**src/rtl/intq_pkg.sv**
```systemverilog
package intq_pkg;
  localparam int REG_AW = 12;
  localparam int REG_DW = 32;
  localparam int LANE_W = 2;

  localparam logic [REG_AW-1:0] ADDR_DECODE = 12'h138;
  localparam logic [REG_AW-1:0] ADDR_MASK   = 12'h13C;
  localparam logic [REG_AW-1:0] ADDR_PHY    = 12'h144;
  localparam logic [REG_AW-1:0] ADDR_RPCTL  = 12'h148;
  localparam logic [REG_AW-1:0] ADDR_WORD1  = 12'h158;
  localparam logic [REG_AW-1:0] ADDR_WORD2  = 12'h15C;

  localparam int BIT_INTX     = 16;
  localparam int BIT_LINK     = 11;
  localparam int BIT_BRIDGE   = 0;
  localparam int BIT_NONEMPTY = 18;
  localparam int BIT_OVERFLOW = 19;
  localparam int BIT_LANE     = 27;
  localparam int BIT_LEVEL    = 29;
  localparam int BIT_VALID    = 31;

  typedef struct packed {
    logic push;
    logic pop;
  } qStrobe_t;
endpackage

```
**src/rtl/intq_data.sv**
```systemverilog
module intq_data
  import intq_pkg::*;
#(
  parameter int DEPTH = 16
) (
  input  logic              clk,
  input  logic              rstN,
  input  qStrobe_t          strobe,
  input  logic [REG_DW-1:0] pushWord1,
  input  logic [REG_DW-1:0] pushWord2,
  output logic              empty,
  output logic              full,
  output logic              lastOne,
  output logic [REG_DW-1:0] headWord1,
  output logic [REG_DW-1:0] headWord2
);
  localparam int PTR_W = (DEPTH > 1) ? $clog2(DEPTH) : 1;
  localparam logic [PTR_W-1:0] LAST_IDX = PTR_W'(DEPTH - 1);

  logic [REG_DW-1:0] memWord1 [DEPTH];
  logic [REG_DW-1:0] memWord2 [DEPTH];
  logic [PTR_W-1:0]  wrPtr, rdPtr, wrNext, rdNext;

  always_comb begin
    wrNext = (wrPtr == LAST_IDX) ? '0 : wrPtr + 1'b1;
    rdNext = (rdPtr == LAST_IDX) ? '0 : rdPtr + 1'b1;
    empty    = (wrPtr == rdPtr);
    full     = (wrNext == rdPtr);
    lastOne  = (rdNext == wrPtr);
    headWord1 = memWord1[rdPtr];
    headWord2 = memWord2[rdPtr];
  end

  always_ff @(posedge clk) begin
    if (!rstN) begin
      wrPtr <= '0;
      rdPtr <= '0;
    end else begin
      if (strobe.push) wrPtr <= wrNext;
      if (strobe.pop)  rdPtr <= rdNext;
    end
  end

  always_ff @(posedge clk) begin
    if (strobe.push) begin
      memWord1[wrPtr] <= pushWord1;
      memWord2[wrPtr] <= pushWord2;
    end
  end
endmodule

```
**src/rtl/intq_ctrl.sv**
```systemverilog
module intq_ctrl
  import intq_pkg::*;
(
  input  logic              clk,
  input  logic              rstN,
  input  logic              evtValid,
  input  logic [LANE_W-1:0] evtLane,
  input  logic              evtLevel,
  input  logic              linkUp,
  input  logic              regRdEn,
  input  logic              regWrEn,
  input  logic [REG_AW-1:0] regAddr,
  input  logic [REG_DW-1:0] regWrData,
  input  logic              empty,
  input  logic              full,
  input  logic              lastOne,
  input  logic [REG_DW-1:0] headWord1,
  input  logic [REG_DW-1:0] headWord2,
  output qStrobe_t          strobe,
  output logic [REG_DW-1:0] pushWord1,
  output logic [REG_DW-1:0] pushWord2,
  output logic [REG_DW-1:0] regRdData,
  output logic              irqOut,
  output logic              bridgeEn,
  output logic              intxPend,
  output logic              ovfFlag
);
  logic [REG_DW-1:0] maskQ;
  logic [REG_DW-1:0] readVal;
  logic              bridgeQ;
  logic              clrIntx, nonEmptyAfter;

  always_comb begin
    strobe.push = evtValid && !full;
    strobe.pop  = regWrEn && (regAddr == ADDR_WORD1) && !empty;

    pushWord1 = '0;
    pushWord1[BIT_VALID] = 1'b1;
    pushWord1[BIT_LEVEL] = evtLevel;
    pushWord1[BIT_LANE +: LANE_W] = evtLane;
    pushWord2 = '0;

    clrIntx = regWrEn && (regAddr == ADDR_DECODE) && regWrData[BIT_INTX];
    nonEmptyAfter = strobe.push || (!empty && !(strobe.pop && lastOne));
  end

  always_comb begin
    readVal = '0;
    unique case (regAddr)
      ADDR_DECODE: readVal[BIT_INTX] = intxPend;
      ADDR_MASK:   readVal = maskQ;
      ADDR_PHY:    readVal[BIT_LINK] = linkUp;
      ADDR_RPCTL: begin
        readVal[BIT_BRIDGE]   = bridgeQ;
        readVal[BIT_NONEMPTY] = !empty;
        readVal[BIT_OVERFLOW] = ovfFlag;
      end
      ADDR_WORD1:  readVal = empty ? '0 : headWord1;
      ADDR_WORD2:  readVal = empty ? '0 : headWord2;
      default:     readVal = '0;
    endcase
  end

  always_ff @(posedge clk) begin
    if (!rstN) begin
      maskQ     <= '0;
      bridgeQ   <= 1'b0;
      intxPend  <= 1'b0;
      ovfFlag   <= 1'b0;
      regRdData <= '0;
    end else begin
      regRdData <= regRdEn ? readVal : '0;
      intxPend  <= (intxPend && !clrIntx) || nonEmptyAfter;
      if (evtValid && full) ovfFlag <= 1'b1;
      if (regWrEn && regAddr == ADDR_MASK)  maskQ   <= regWrData;
      if (regWrEn && regAddr == ADDR_RPCTL) bridgeQ <= regWrData[BIT_BRIDGE];
    end
  end

  assign irqOut   = intxPend && maskQ[BIT_INTX];
  assign bridgeEn = bridgeQ;
endmodule

```
**src/rtl/intx_event_queue.sv**
```systemverilog
module intx_event_queue
  import intq_pkg::*;
#(
  parameter int DEPTH = 16
) (
  input  logic              clk,
  input  logic              rstN,
  input  logic              evtValid,
  input  logic [LANE_W-1:0] evtLane,
  input  logic              evtLevel,
  input  logic              linkUp,
  input  logic              regRdEn,
  input  logic              regWrEn,
  input  logic [REG_AW-1:0] regAddr,
  input  logic [REG_DW-1:0] regWrData,
  output logic [REG_DW-1:0] regRdData,
  output logic              irqOut,
  output logic              bridgeEn
);
  qStrobe_t          strobe;
  logic [REG_DW-1:0] pushWord1, pushWord2, headWord1, headWord2;
  logic              qEmpty, qFull, qLastOne, intxPend, ovfFlag;

  intq_ctrl uCtrl (
    .clk(clk), .rstN(rstN),
    .evtValid(evtValid), .evtLane(evtLane), .evtLevel(evtLevel),
    .linkUp(linkUp),
    .regRdEn(regRdEn), .regWrEn(regWrEn), .regAddr(regAddr), .regWrData(regWrData),
    .empty(qEmpty), .full(qFull), .lastOne(qLastOne),
    .headWord1(headWord1), .headWord2(headWord2),
    .strobe(strobe), .pushWord1(pushWord1), .pushWord2(pushWord2),
    .regRdData(regRdData), .irqOut(irqOut), .bridgeEn(bridgeEn),
    .intxPend(intxPend), .ovfFlag(ovfFlag)
  );

  intq_data #(.DEPTH(DEPTH)) uData (
    .clk(clk), .rstN(rstN),
    .strobe(strobe), .pushWord1(pushWord1), .pushWord2(pushWord2),
    .empty(qEmpty), .full(qFull), .lastOne(qLastOne),
    .headWord1(headWord1), .headWord2(headWord2)
  );
endmodule

```
**config.mk**
```make
export PLATFORM = sky130hd
export DESIGN_NAME = intx_event_queue
export DESIGN_NICKNAME = d
export VERILOG_FILES = /design/src/rtl/intq_pkg.sv /design/src/rtl/intq_data.sv /design/src/rtl/intq_ctrl.sv /design/src/rtl/intx_event_queue.sv
export SDC_FILE = /design/constraint.sdc
export NUM_CORES = 1
export LEC_CHECK = 0
export ABC_AREA = 1
export BUFFER_PORTS_ARGS = -buffer_cell sky130_fd_sc_hd__buf_2
export CORE_MARGIN = 2
export CORE_UTILIZATION = 40
export CTS_BUF_LIST = sky130_fd_sc_hd__clkbuf_4 sky130_fd_sc_hd__clkbuf_8
export DETAILED_ROUTE_END_ITERATION = 10
export SLEW_MARGIN = 20
export SYNTH_ARGS = -nofsm -noshare
export SYNTH_HDL_FRONTEND = slang
export SYNTH_SLANG_ARGS = --single-unit
export TNS_END_PERCENT = 50
```
**constraint.sdc**
```tcl
create_clock -name clk -period 1.7 [get_ports clk]
set_input_delay 0.255 -clock clk [delete_from_list [all_inputs] [get_ports clk]]
set_output_delay 0.255 -clock clk [all_outputs]
set_load 0.02 [all_outputs]
```
== Yosys cells after proc, flatten, opt, wreduce, memory -nomap -nowiden ==
Memory sizes are Yosys's and may differ from the RTL's. A register that Yosys moved wholly into a read port is not among the register bits.
Cells that the tools add are included.
Cells by class
  add/subtract/negate cells: 2
  equality and inequality tests: 11
  multiplexer cells: 16
  reduce and logical (&&, ||, !) cells: 19
Operators with widths (count)
  equality test 12 x 9 -> 1 bit, second input constant: 6
  2-to-1 mux 32 bit: 2
  one-hot mux 12 bit (3 select lines): 1
  one-hot mux 10 bit (3 select lines): 1
  2-to-1 mux 4 bit: 4
  equality test 4 bit: 3
  logical AND 1 bit: 12
  one-hot mux 1 bit (4 select lines): 3
  one-hot mux 4 bit (3 select lines): 1
  adder 4 x 1 -> 4 bit, second input constant: 2
  equality test 4 bit, second input constant: 2
  one-hot mux 2 bit (4 select lines): 1
  logical NOT 1 bit: 4
  one-hot mux 1 bit (3 select lines): 1
  logical OR 1 bit: 2
  2-to-1 mux 1 bit: 2
  AND reduction 2 bit: 1
Storage, ports and cells
  bits in registers: 75
  RAM bits: 48
  input bits: 53
  output and inout port bits: 34
  logic and storage cells: 56
  memories: 1
Memories
  uData.memWord1: depth 16, width 3, rd ports 1, clocked after memory_dff 1, wr ports 1, RTL line intq_data.sv:20  | logic [REG_DW-1:0] memWord1 [DEPTH];

== Logic depth before layout (Yosys ltp) ==
Gate-level depths: netlist of run 1.
  depth after elaboration: 8
  depth in mapped cells: 12

== By module ==
From an unflattened synthesis of run 1, not the netlist that was laid out.
Unflattened totals
  cells, all modules: 4774
  area, all modules: 48258.8 µm²
Modules (own cells, without submodules)
  intq_data: instances 1, cells each 4241, area each 44544.0 µm²
  intq_ctrl: instances 1, cells each 533, area each 3714.8 µm²

== Least setup slack after synthesis of run 1 ==
No wires, ideal clock.
  kind: register -> register
  start point: reg uData.wrPtr[1]
  end point: mem uData.memWord1[0][0] (netlist bit), enable pin
  data arrival time: 1508 ps
  data required time: 1381 ps
  slack: -127 ps
  stages on the path, launching flop included: 11
  clock period less this slack: 1827 ps
  cells stage by stage: dfxtp_1 inv_1 ha_1 xnor2_1 nand2_1 nor2_2 nand3_2 nand2_4 inv_4 nand2_2 nor2_1
Between the ends
  longest elaborated chain between the ends: 7
  elaborated cells on any way between the ends: 8
  those cells by class: add/sub (1); eq/ne (2); mux (3); reduce/logical (2)
Ends and longest elaborated chain
  start, declared: RTL line intq_data.sv:22  | logic [PTR_W-1:0] wrPtr, rdPtr, wrNext, rdNext;
  start signal, assigned: RTL line intq_data.sv:39  | if (strobe.push) wrPtr <= wrNext;
  adder 4 x 1 -> 4 bit or equality test 4 bit (tied branches): RTL line intq_data.sv:25  | wrNext = (wrPtr == LAST_IDX) ? '0 : wrPtr + 1'b1;
  2-to-1 mux 4 bit *: RTL line intq_data.sv:25
  via uData.wrNext[1]: RTL line intq_data.sv:22
  equality test 4 bit *: RTL line intq_data.sv:28  | full = (wrNext == rdPtr);
  logical NOT 1 bit *: RTL line intq_ctrl.sv:34  | strobe.push = evtValid && !full;
  logical AND 1 bit *: RTL line intq_ctrl.sv:34
  2-to-1 mux 1 bit *
  2-to-1 mux 1 bit (not written as such) *: RTL line intq_data.sv:46  | memWord1[wrPtr] <= pushWord1;
  end, declared: RTL line intq_data.sv:20
The timed path passes the listed nets; every way through them passes the cells marked *.

== Worst setup path in the final report of run 1 ==
  start point: reg uData.wrPtr[1]
  end point: mem uData.memWord1[3][0] (netlist bit), enable pin
The elaborated chain is that of the path after synthesis.

==> results.json, run 1 <==
{
  "final.setup_skew_ns": 0.0115,
  "fin_total_pwr_uw": 6720,
  "wl_um": 12900,
  "die_h_um": 118,
  "antenna_left": 0,
  "fmax_mhz": 568,
  "crit_fanout": 4,
  "cp_slowest_stage_delay_ns": 0.39,
  "antenna_found_initial": 0,
  "synth_area_mm2": 0.00524,
  "vias": 4259,
  "ir_drop_mv": 0.384,
  "path_cells": "inv_4 -> ha_4 -> xnor2_2 -> nand2_1 -> nor2_2 -> nand3_2 -> nand2_4 -> buf_4 -> nor3_4",
  "cts.sinks": 127,
  "viasPerCell": 4.76,
  "rsz0062_at_grt": "yes",
  "synth-seq-cells": 127,
  "reg2reg_setup_slack_ns": -0.06,
  "clk_latency_ns": 0.43,
  "p_leak_uw": 0.00277,
  "overflow": 0,
  "path_class": "reg2reg",
  "cts_buffers": 17,
  "ys_seq_area_frac": 0.577,
  "fin_cells": 895,
  "num-nets-final": 768,
  "wire_per_inst_um": 14.4,
  "area_delta_synth_final_pct": 28.1,
  "cts-hold-fix-buffers": 0,
  "place.gp.congestion": 0.907,
  "min_period_ns": 1.76,
  "start_util": 0.412,
  "cts_tree": "built",
  "port_buffers": 86,
  "grt_max_degree": 41,
  "yosys_warnings": 0,
  "worst_pin_slew_ns": 0.399,
  "drive_above_1_share": 0.310,
  "clk_pin_slew_ns": 0.07,
  "placed_cells": 860,
  "drc_errors": 0,
  "timing.hold.ws_ns": 0.0594,
  "h-tree-depth": 4,
  "coreArea_mm2": 0.0127,
  "rows": 41,
  "grtUsageTotal": 0.190,
  "num-fill-cells": 1201,
  "setup_slack_ns": -0.0598,
  "setup_viol": 52,
  "grt_pass1_vias": 4305,
  "place_hpwl_um": 9220,
  "violations": "negative setup slack",
  "drt_iter0_drc": 219,
  "power.density_mw_per_mm2": 1000,
  "slew_headroom": 0.734,
  "synthesis.nets": 651,
  "crit_path_top_delay_cell": "dfxtp_4",
  "min_path_type": "in2reg",
  "cts_max_path_buffers": 2,
  "slew_violations": 0,
  "netlist_instances": 593,
  "syn_avg_cell_area_um2": 8.83,
  "die_area_mm2": 0.0140,
  "cp_data_required_time_ns": 1.81,
  "min_period_over_period": 1.04,
  "startpoint_type": "flip-flop",
  "multi_input_area_mm2": 0.00204,
  "cap_violations": 0,
  "n_antenna_cell": 0,
  "critPathArrivalTime_ns": 1.87,
  "die_w_um": 118,
  "grt_pass1_wl_um": 20900,
  "ys_types": 35,
  "clockRootBuffer": "clkbuf_8",
  "finalHoldViolCount": 0,
  "io_pins": 87,
  "cp-end-kind": "flip-flop",
  "register_area_mm2": 0.00303,
  "outcome": "complete, but fails checks",
  "firstDrtPassIters": 4,
  "tns_ns": -1.52
}
[final timing paths]
kind | from | endpoint | cells after the start
min reg2reg | uCtrl.maskQ[7] | uCtrl.regRdData[7] | 2
min | regWrData[7] | uCtrl.maskQ[7] | 3
max reg2reg | uData.wrPtr[1] | uData.memWord1[3][0] | 9
max | uData.wrPtr[1] | uData.memWord1[3][0] | 9
[logic make-up after synthesis]
family / count (synthesis) / synth area share
XOR/XNOR: 5 / 0.00836
buffers and inverters: 88 / 0.0745
adder cells (fa/ha/maj): 5 / 0.0119
AO/OA/AOI/OAI: 75 / 0.0772
AND/OR/NAND/NOR: 293 / 0.251
flip-flops: 127 / 0.577
[synthesized netlist by cell type (all sizes together)]
library cell | number | area share
nand2 | 99 | 0.075
nor2 | 117 | 0.092
xnor2 | 4 | 0.0067
dfxtp | 79 | 0.30
nor3b | 1 | 0.0014
nand4 | 7 | 0.0084
o31ai | 3 | 0.0043
edfxtp | 48 | 0.28
o211ai | 7 | 0.010
a21oi | 11 | 0.011
clkinv | 3 | 0.0024
clkbuf | 12 | 0.0088
nor3 | 37 | 0.038
ha | 5 | 0.012
nand3 | 32 | 0.035
o21ai | 54 | 0.052
inv | 63 | 0.046
xor2 | 1 | 0.0017
buf | 10 | 0.017
[placed cells by master, fill, tap and decap left out, types with 2 or more instances in the layout]
cell type,synthesis,layout
nor2_4,1,14
o211ai_1,7,7
dfxtp_4,0,2
inv_2,9,9
nor3_4,1,4
nand3_2,2,3
nand2_4,1,2
nand2_1,92,89
nor3_1,35,32
inv_4,2,3
nor2_2,15,16
buf_2,3,86
xnor2_1,4,3
clkbuf_8,0,20
nand2_8,0,2
clkbuf_4,0,2
clkinvlp_4,0,2
clkinv_2,1,4
ha_4,0,2
buf_4,1,30
dfxtp_2,0,2
buf_6,6,3
o21ai_1,31,31
nand3_1,29,28
bufinv_16,0,4
o31ai_1,3,3
clkinv_1,2,2
o21ai_0,22,22
inv_1,52,49
dfxtp_1,79,75
edfxtp_1,48,48
nand2_2,6,6
nand4_1,7,7
clkinv_4,0,2
ha_1,5,3
a21oi_1,11,11
nor2_1,101,87
[metal layers]
layer / vias to the layer above / wire [µm] / global-route usage
met5: - / 0 / 0
met2: 107 / 6010 / 0.306
met1: 1958 / 5940 / 0.255
met3: 23 / 658 / 0.0420
li1: 2171 / - / -
met4: 0 / 246 / 0.0603
[final cells by class]
cell class	instances	share of cell area
timing repair buffer	120	0.106
inverter	66	0.0399
tap	172	0.0321
clock buffer	22	0.0433
sequential	127	0.452
multi-input combinational	378	0.303
clock inverter	10	0.0239
[power by group]
| part | total [µW] | internal [µW] | leakage [µW] | switching, µW |
|---|---|---|---|---|
| sequential | 3220 | 3200 | 0.00107 | 28.7 |
| clock | 2910 | 1750 | 0.000230 | 1160 |
| combinational | 588 | 237 | 0.00146 | 351 |
[flip-flops by register name (all words and copies together), names as in the netlist, named ones only]
register         flops
uCtrl.intxPend       1
uCtrl.maskQ         32
uCtrl.ovfFlag        1
uCtrl.regRdData     32
uData.memWord1      48
uCtrl.bridgeEn       1
uData.wrPtr          4
uData.rdPtr          4
[critical path: cells and delay by family (launching register included)]
family	cells	cell delay [ns]
buf+inv	2	0.21
fa+ha+maj	1	0.24
flops	1	0.39
xor+xnor	1	0.13
simple gates	5	0.46
[timing repair]
action                                  in CTS  in global routing
buffers inserted                             1                  2
pin swaps                                   11                  7
gates resized for setup                     28                 20
endpoints found under the setup margin      52                 60
[metrics by stage]
step,util,setup slack (ns),instance area (µm²)
after global placement,0.474,-0.0561,6020
after detailed placement,0.474,-0.137,6020
after floorplan,-,-0.0271,5270
after global routing,0.528,-0.146,6710
final,0.528,-0.0598,6710
after CTS,0.519,-0.0932,6610
(Power assumes the default switching activity.)
==> run 2: changes to the inputs <==
- RECOVER_POWER: default -> 100
==> results.json, run 2 (synthesized netlist as in run 1, its figures left out) <==
{
  "viasPerCell": 4.78,
  "regMostFlops": "uData.memWord1",
  "antenna_found_initial": 0,
  "timing.hold.ws_ns": 0.0568,
  "cts_max_path_buffers": 2,
  "grtUsageTotal": 0.190,
  "min_period_over_period": 1.03,
  "holdPathEnd": "uCtrl.maskQ[11]",
  "grt_max_degree": 41,
  "place.gp.congestion": 0.907,
  "design_area_mm2": 0.00661,
  "multi_input_area_mm2": 0.00200,
  "finalHoldViolCount": 0,
  "placed_cells": 860,
  "cts_buffers": 17,
  "die_h_um": 118,
  "violations": "negative setup slack",
  "rsz0062_at_grt": "yes",
  "die_area_mm2": 0.0140,
  "slew_headroom": 0.463,
  "critPathArrivalTime_ns": 1.95,
  "path_class": "reg2reg",
  "largest_register_ff_count": 48,
  "antenna_left": 0,
  "grt_pass1_vias": 4305,
  "startpoint_type": "flip-flop",
  "area_delta_synth_final_pct": 26.2,
  "final_cell_mix": "nor2_1, nand2_1, dfxtp_1, inv_1, buf_2",
  "start_util": 0.412,
  "register_area_mm2": 0.00303,
  "wire_per_inst_um": 14.4,
  "whs_path_depth": 3,
  "drt_iter0_drc": 236,
  "min_path_type": "in2reg",
  "place_hpwl_um": 9220,
  "wl_um": 12900,
  "h-tree-depth": 4,
  "min_from": "regWrData[11]",
  "num-fill-cells": 1227,
  "io_pins": 87,
  "vias": 4282,
  "reg2reg_setup_slack_ns": -0.06,
  "min_period_ns": 1.76,
  "clk_pin_slew_ns": 0.08,
  "overflow": 0,
  "num-nets-final": 768,
  "firstDrtPassIters": 4,
  "final_common_cell": "nor2_1",
  "setup_slack_ns": -0.0593,
  "placed_area_mm2": 0.00602,
  "worst_pin_slew_ns": 0.805,
  "cts_tree": "built",
  "r2r-end": "uData.memWord1[6][0]",
  "drive_above_1_share": 0.246,
  "drc_errors": 0,
  "rows": 41,
  "grt_pass1_wl_um": 20900,
  "cts-hold-fix-buffers": 0,
  "rr_worst_depth": 10,
  "n_antenna_cell": 0,
  "coreArea_mm2": 0.0127,
  "cp-end-kind": "flip-flop",
  "slew_violations": 0,
  "cap_violations": 0,
  "cts.sinks": 127,
  "ir_drop_mv": 0.386,
  "setup_viol": 52,
  "die_w_um": 118,
  "outcome": "complete, but fails checks",
  "fmax_mhz": 568,
  "worstReg2RegStart": "uData.wrPtr[1]",
  "power.density_mw_per_mm2": 1020,
  "port_buffers": 86,
  "clk_latency_ns": 0.43,
  "largestRegisters": "uData.memWord1 (48), uCtrl.maskQ (32), uCtrl.regRdData (32)",
  "final.setup_skew_ns": 0.0113,
  "fin_cells": 895,
  "p_leak_uw": 0.00259,
  "clockRootBuffer": "clkbuf_8",
  "cp_data_required_time_ns": 1.89,
  "crit_fanout": 4
}
-- run 2: cell types whose count changed in the layout (fill, tap and decap cells not counted), sizes merged --
cell / change
buf: -42
clkbuf: +42
clkinv: -1
clkinvlp: +1
-- run 2: timing repair --
item,in CTS,in global routing
gates resized for setup,28,20
endpoints found under the hold margin,0,0
pin swaps,11,7
endpoints found under the setup margin,52,60
buffers inserted,1,2
gates cloned,0,0
-- run 2: metrics by stage --
step | total power, µW | setup WS (ns) | setup TNS (ns) | utilization
2_1_floorplan | 3520 | -0.0271 | -1.18 | -
3_3_place_gp | 3760 | -0.0561 | -2.18 | 0.474
3_5_place_dp | 3770 | -0.137 | -5.09 | 0.474
4_1_cts | 6750 | -0.0932 | -1.71 | 0.519
5_1_grt | 6980 | -0.146 | -5.64 | 0.520
6_report | 6720 | -0.0593 | -1.57 | 0.520
-- run 2: worst max-delay path by stage --
stage | slack [ns] | startpoint | to
2_1_floorplan | -0.03 | uData.wrPtr[1] | uData.memWord1[10][0]
3_5_place_dp | -0.14 | uData.wrPtr[0] | uData.memWord1[15][2]
5_1_grt | -0.15 | uData.wrPtr[0] | uData.wrPtr[0]
3_3_place_gp | -0.06 | uData.wrPtr[0] | uData.memWord1[4][0]
6_report | -0.06 | uData.wrPtr[1] | uData.memWord1[6][0]
4_1_cts | -0.09 | uData.wrPtr[1] | uData.memWord1[3][1]
-- run 2: area by class of cell --
class,count,area share
Multi-Input combinational cell,378,0.303
Sequential cell,127,0.459
Clock buffer,22,0.0439
Clock inverter,10,0.0242
Inverter,66,0.0405
Timing Repair Buffer,120,0.0971
Tap cell,172,0.0326
-- run 2: critical path, cell delays in order (launching register included) --
cell	delay [ns]
dfxtp_4	0.39
inv_4	0.05
ha_4	0.24
xnor2_2	0.15
nand2_1	0.09
nor2_2	0.14
nand3_2	0.10
nand2_4	0.11
inv_8	0.06
nand2_4	0.13
nor2_4	0.06
-- run 2: power breakdown --
| group | switching, µW | internal [µW] | leakage (µW) |
|---|---|---|---|
| logic | 348 | 234 | 0.00129 |
| registers | 28.6 | 3200 | 0.00107 |
| clock network | 1160 | 1750 | 0.000230 |
-- run 2: layer usage --
layer,vias up,share of wire,global-route usage,wire length [µm]
li1,2171,-,-,-
met1,1965,0.46,0.255,5880
met2,123,0.47,0.306,5990
met3,23,0.058,0.0420,745
met4,0,0.019,0.0603,244
met5,-,0,0,0
==> run 3: changes to the inputs <==
- ABC_AREA: 1 -> default
- CAP_MARGIN: default -> 20
==> results.json, run 3 <==
{
  "final_cell_mix": "nand2_1, dfxtp_1, buf_2, edfxtp_1, clkbuf_1",
  "slew_headroom": 0.495,
  "io_pins": 87,
  "min_period_over_period": 1.10,
  "regMostFlops": "uData.memWord1",
  "path_class": "reg2reg",
  "drive_above_1_share": 0.345,
  "overflow": 0,
  "grtUsageTotal": 0.173,
  "min_period_ns": 1.86,
  "start_util": 0.414,
  "cap_violations": 0,
  "outcome": "complete, but fails checks",
  "syn_avg_cell_area_um2": 12.2,
  "async_flop_share": 0,
  "synthSimpleGateAreaFrac": 0.168,
  "final.setup_skew_ns": 0.0133,
  "clkPwrFrac": 0.407,
  "violations": "negative setup slack",
  "grt_pass1_wl_um": 17400,
  "grt_max_degree": 33,
  "timing.hold.ws_ns": 0.0655,
  "yosysMostFrequentCell": "dfxtp_1",
  "cp_data_required_time_ns": 1.84,
  "critPathArrivalTime_ns": 2.01,
  "crit_fanout": 6,
  "cp_slowest_stage_delay_ns": 0.38,
  "crit_path_top_delay_cell": "dfxtp_4",
  "cts.sinks": 127,
  "startpoint": "uData.wrPtr[1]",
  "min_from": "regWrData[12]",
  "die_w_um": 116,
  "path_cells": "buf_4 -> a21oi_4 -> a211oi_4 -> xor2_2 -> a21boi_2 -> buf_4 -> and3_4",
  "synth_area_mm2": 0.00501,
  "yosys_warnings": 0,
  "crit_top_cell": "buf_4",
  "coreArea_mm2": 0.0121,
  "finalHoldViolCount": 0,
  "area_delta_synth_final_pct": 30.3,
  "port_buffers": 86,
  "p_switching_uw": 1490,
  "synthesis.nets": 469,
  "ir_drop_mv": 0.363,
  "synth-adder-area-share": 0.0125,
  "synth_largest_area_cell": "dfxtp_1",
  "p_leak_uw": 0.00239,
  "synth_compound_area_frac": 0.0929,
  "slew_violations": 0,
  "yosysTopAreaCellShare": 0.316,
  "grt_pass1_vias": 3537,
  "viasPerCell": 4.73,
  "place_hpwl_um": 7370,
  "synth_top_flop_cell": "dfxtp_1",
  "n_antenna_cell": 0,
  "multi_input_area_mm2": 0.00207,
  "cts_tree": "built",
  "clk_pin_slew_ns": 0.07,
  "antenna_found_initial": 0,
  "min_path_type": "in2reg",
  "netlist_instances": 411,
  "largestRegisters": "uData.memWord1 (48), uCtrl.maskQ (32), uCtrl.regRdData (32)",
  "worst_pin_slew_ns": 0.758,
  "h-tree-depth": 4,
  "rsz0062_at_grt": "yes",
  "firstDrtPassIters": 4,
  "synth_mux_area_frac": 0.0719,
  "clockRootBuffer": "clkbuf_8",
  "setup_slack_ns": -0.164,
  "synth_top_family_by_area": "simple AND/OR/NAND/NOR gates",
  "largest_register_ff_count": 48,
  "synth.top_cells.by_area": "dfxtp_1, edfxtp_1, nand2_1",
  "vias": 3398,
  "num-fill-cells": 1110,
  "pwr-share-comb": 0.080,
  "ys_seq_area_frac": 0.603,
  "switching_share": 0.238,
  "synth-seq-cells": 127,
  "wire_per_inst_um": 15.1,
  "synth_common_cells": "dfxtp_1, nand2_1, edfxtp_1",
  "fin_util": 0.539,
  "synth-xor-area-share": 0.0222,
  "place.gp.congestion": 0.810,
  "cts_buffers": 17,
  "setup_viol": 65,
  "clk_latency_ns": 0.43,
  "register_area_mm2": 0.00304,
  "cp-end-kind": "flip-flop",
  "cts_max_path_buffers": 2,
  "die_area_mm2": 0.0134,
  "synth-edff-count": 48,
  "pwr-share-seq": 0.514,
  "drt_iter0_drc": 173,
  "p_int_uw": 4770,
  "wl_um": 10800,
  "antenna_left": 0,
  "power.density_mw_per_mm2": 958,
  "ys_types": 46,
  "die_h_um": 116,
  "worstReg2RegStart": "uData.wrPtr[1]",
  "drc_errors": 0,
  "fmax_mhz": 536,
  "rows": 40,
  "final_common_cell": "nand2_1",
  "num-nets-final": 595,
  "startpoint_type": "flip-flop"
}
-- run 3: cell count changes in the layout (fill, tap and decap cells not counted), moves of 24 or more --
| cell | change |
|---|---|
| a21boi_0 | +27 |
| and2_1 | +24 |
| inv_1 | -49 |
| nand3_1 | -26 |
| nor2_1 | -87 |
| nor3_1 | -32 |
| o21ai_1 | -31 |
-- run 3: kinds of logic after synthesis --
logic type                 after synthesis
AOI/OAI and AO/OA                       61
buffers and inverters                   26
muxes                                   21
and+or+nand+nor                        160
DFF                                    127
adders and majority gates                5
xor gates and xnor gates                11
-- run 3: what timing repair did --
| action | CTS | global route |
|---|---|---|
| pin swaps | 20 | 11 |
| gates resized for setup | 31 | 15 |
| buffers inserted | 6 | 1 |
| hold buffers | 1 | 0 |
| setup endpoints to repair | 65 | 66 |
| endpoints found under the hold margin | 1 | 0 |
-- run 3: area by class of cell --
type / count / area share
Clock buffer: 17 / 0.0359
Clock inverter: 15 / 0.0247
Inverter: 2 / 0.00153
Multi-Input combinational cell: 258 / 0.317
Sequential cell: 127 / 0.466
Tap cell: 168 / 0.0322
Timing Repair Buffer: 131 / 0.123
-- run 3: critical path: cells and delay by family, from the launching register on --
kind | cells | cell delay [ns]
XOR/XNOR | 1 | 0.19
flip-flops | 1 | 0.38
AO/OA/AOI/OAI | 3 | 0.48
buffers and inverters | 2 | 0.32
AND/OR/NAND/NOR | 1 | 0.21
-- run 3: final timing paths --
kind                            slack (ns)               endpoint  cells after the start
worst max-delay path                 -0.16  uData.memWord1[13][1]                      7
worst min register to register        0.45        uCtrl.maskQ[12]                      2
worst max register to register       -0.16  uData.memWord1[13][1]                      7
worst min-delay path                  0.07        uCtrl.maskQ[12]                      3
-- run 3: power by group through the flow --
stage / clock [µW] / sequential [µW] / combinational (µW)
floorplan: 0 / 3280 / 215
finish: 2540 / 3210 / 497
global route: 2750 / 3220 / 541
CTS: 2610 / 3210 / 472
global placement: 0 / 3280 / 396
detailed placement: 0 / 3280 / 402
-- run 3: per-stage QoR --
stage                     area [µm²]  power, µW  TNS, ns  std cells  setup slack (ns)
after floorplan                 5090       3490    -5.18        411            -0.162
after global placement          5940       3680   -10.91        678            -0.248
after detailed placement        5940       3680   -12.41        678            -0.278
after CTS                       6520       6290    -6.35        717            -0.133
after global routing            6530       6510   -10.83        718            -0.218
final                           6530       6250    -7.04        718            -0.164
-- run 3: metal layers --
layer,wire length [µm],track usage
met5,0,0
met3,505,0.0544
met2,5410,0.292
met1,4780,0.212
met4,113,0.0595
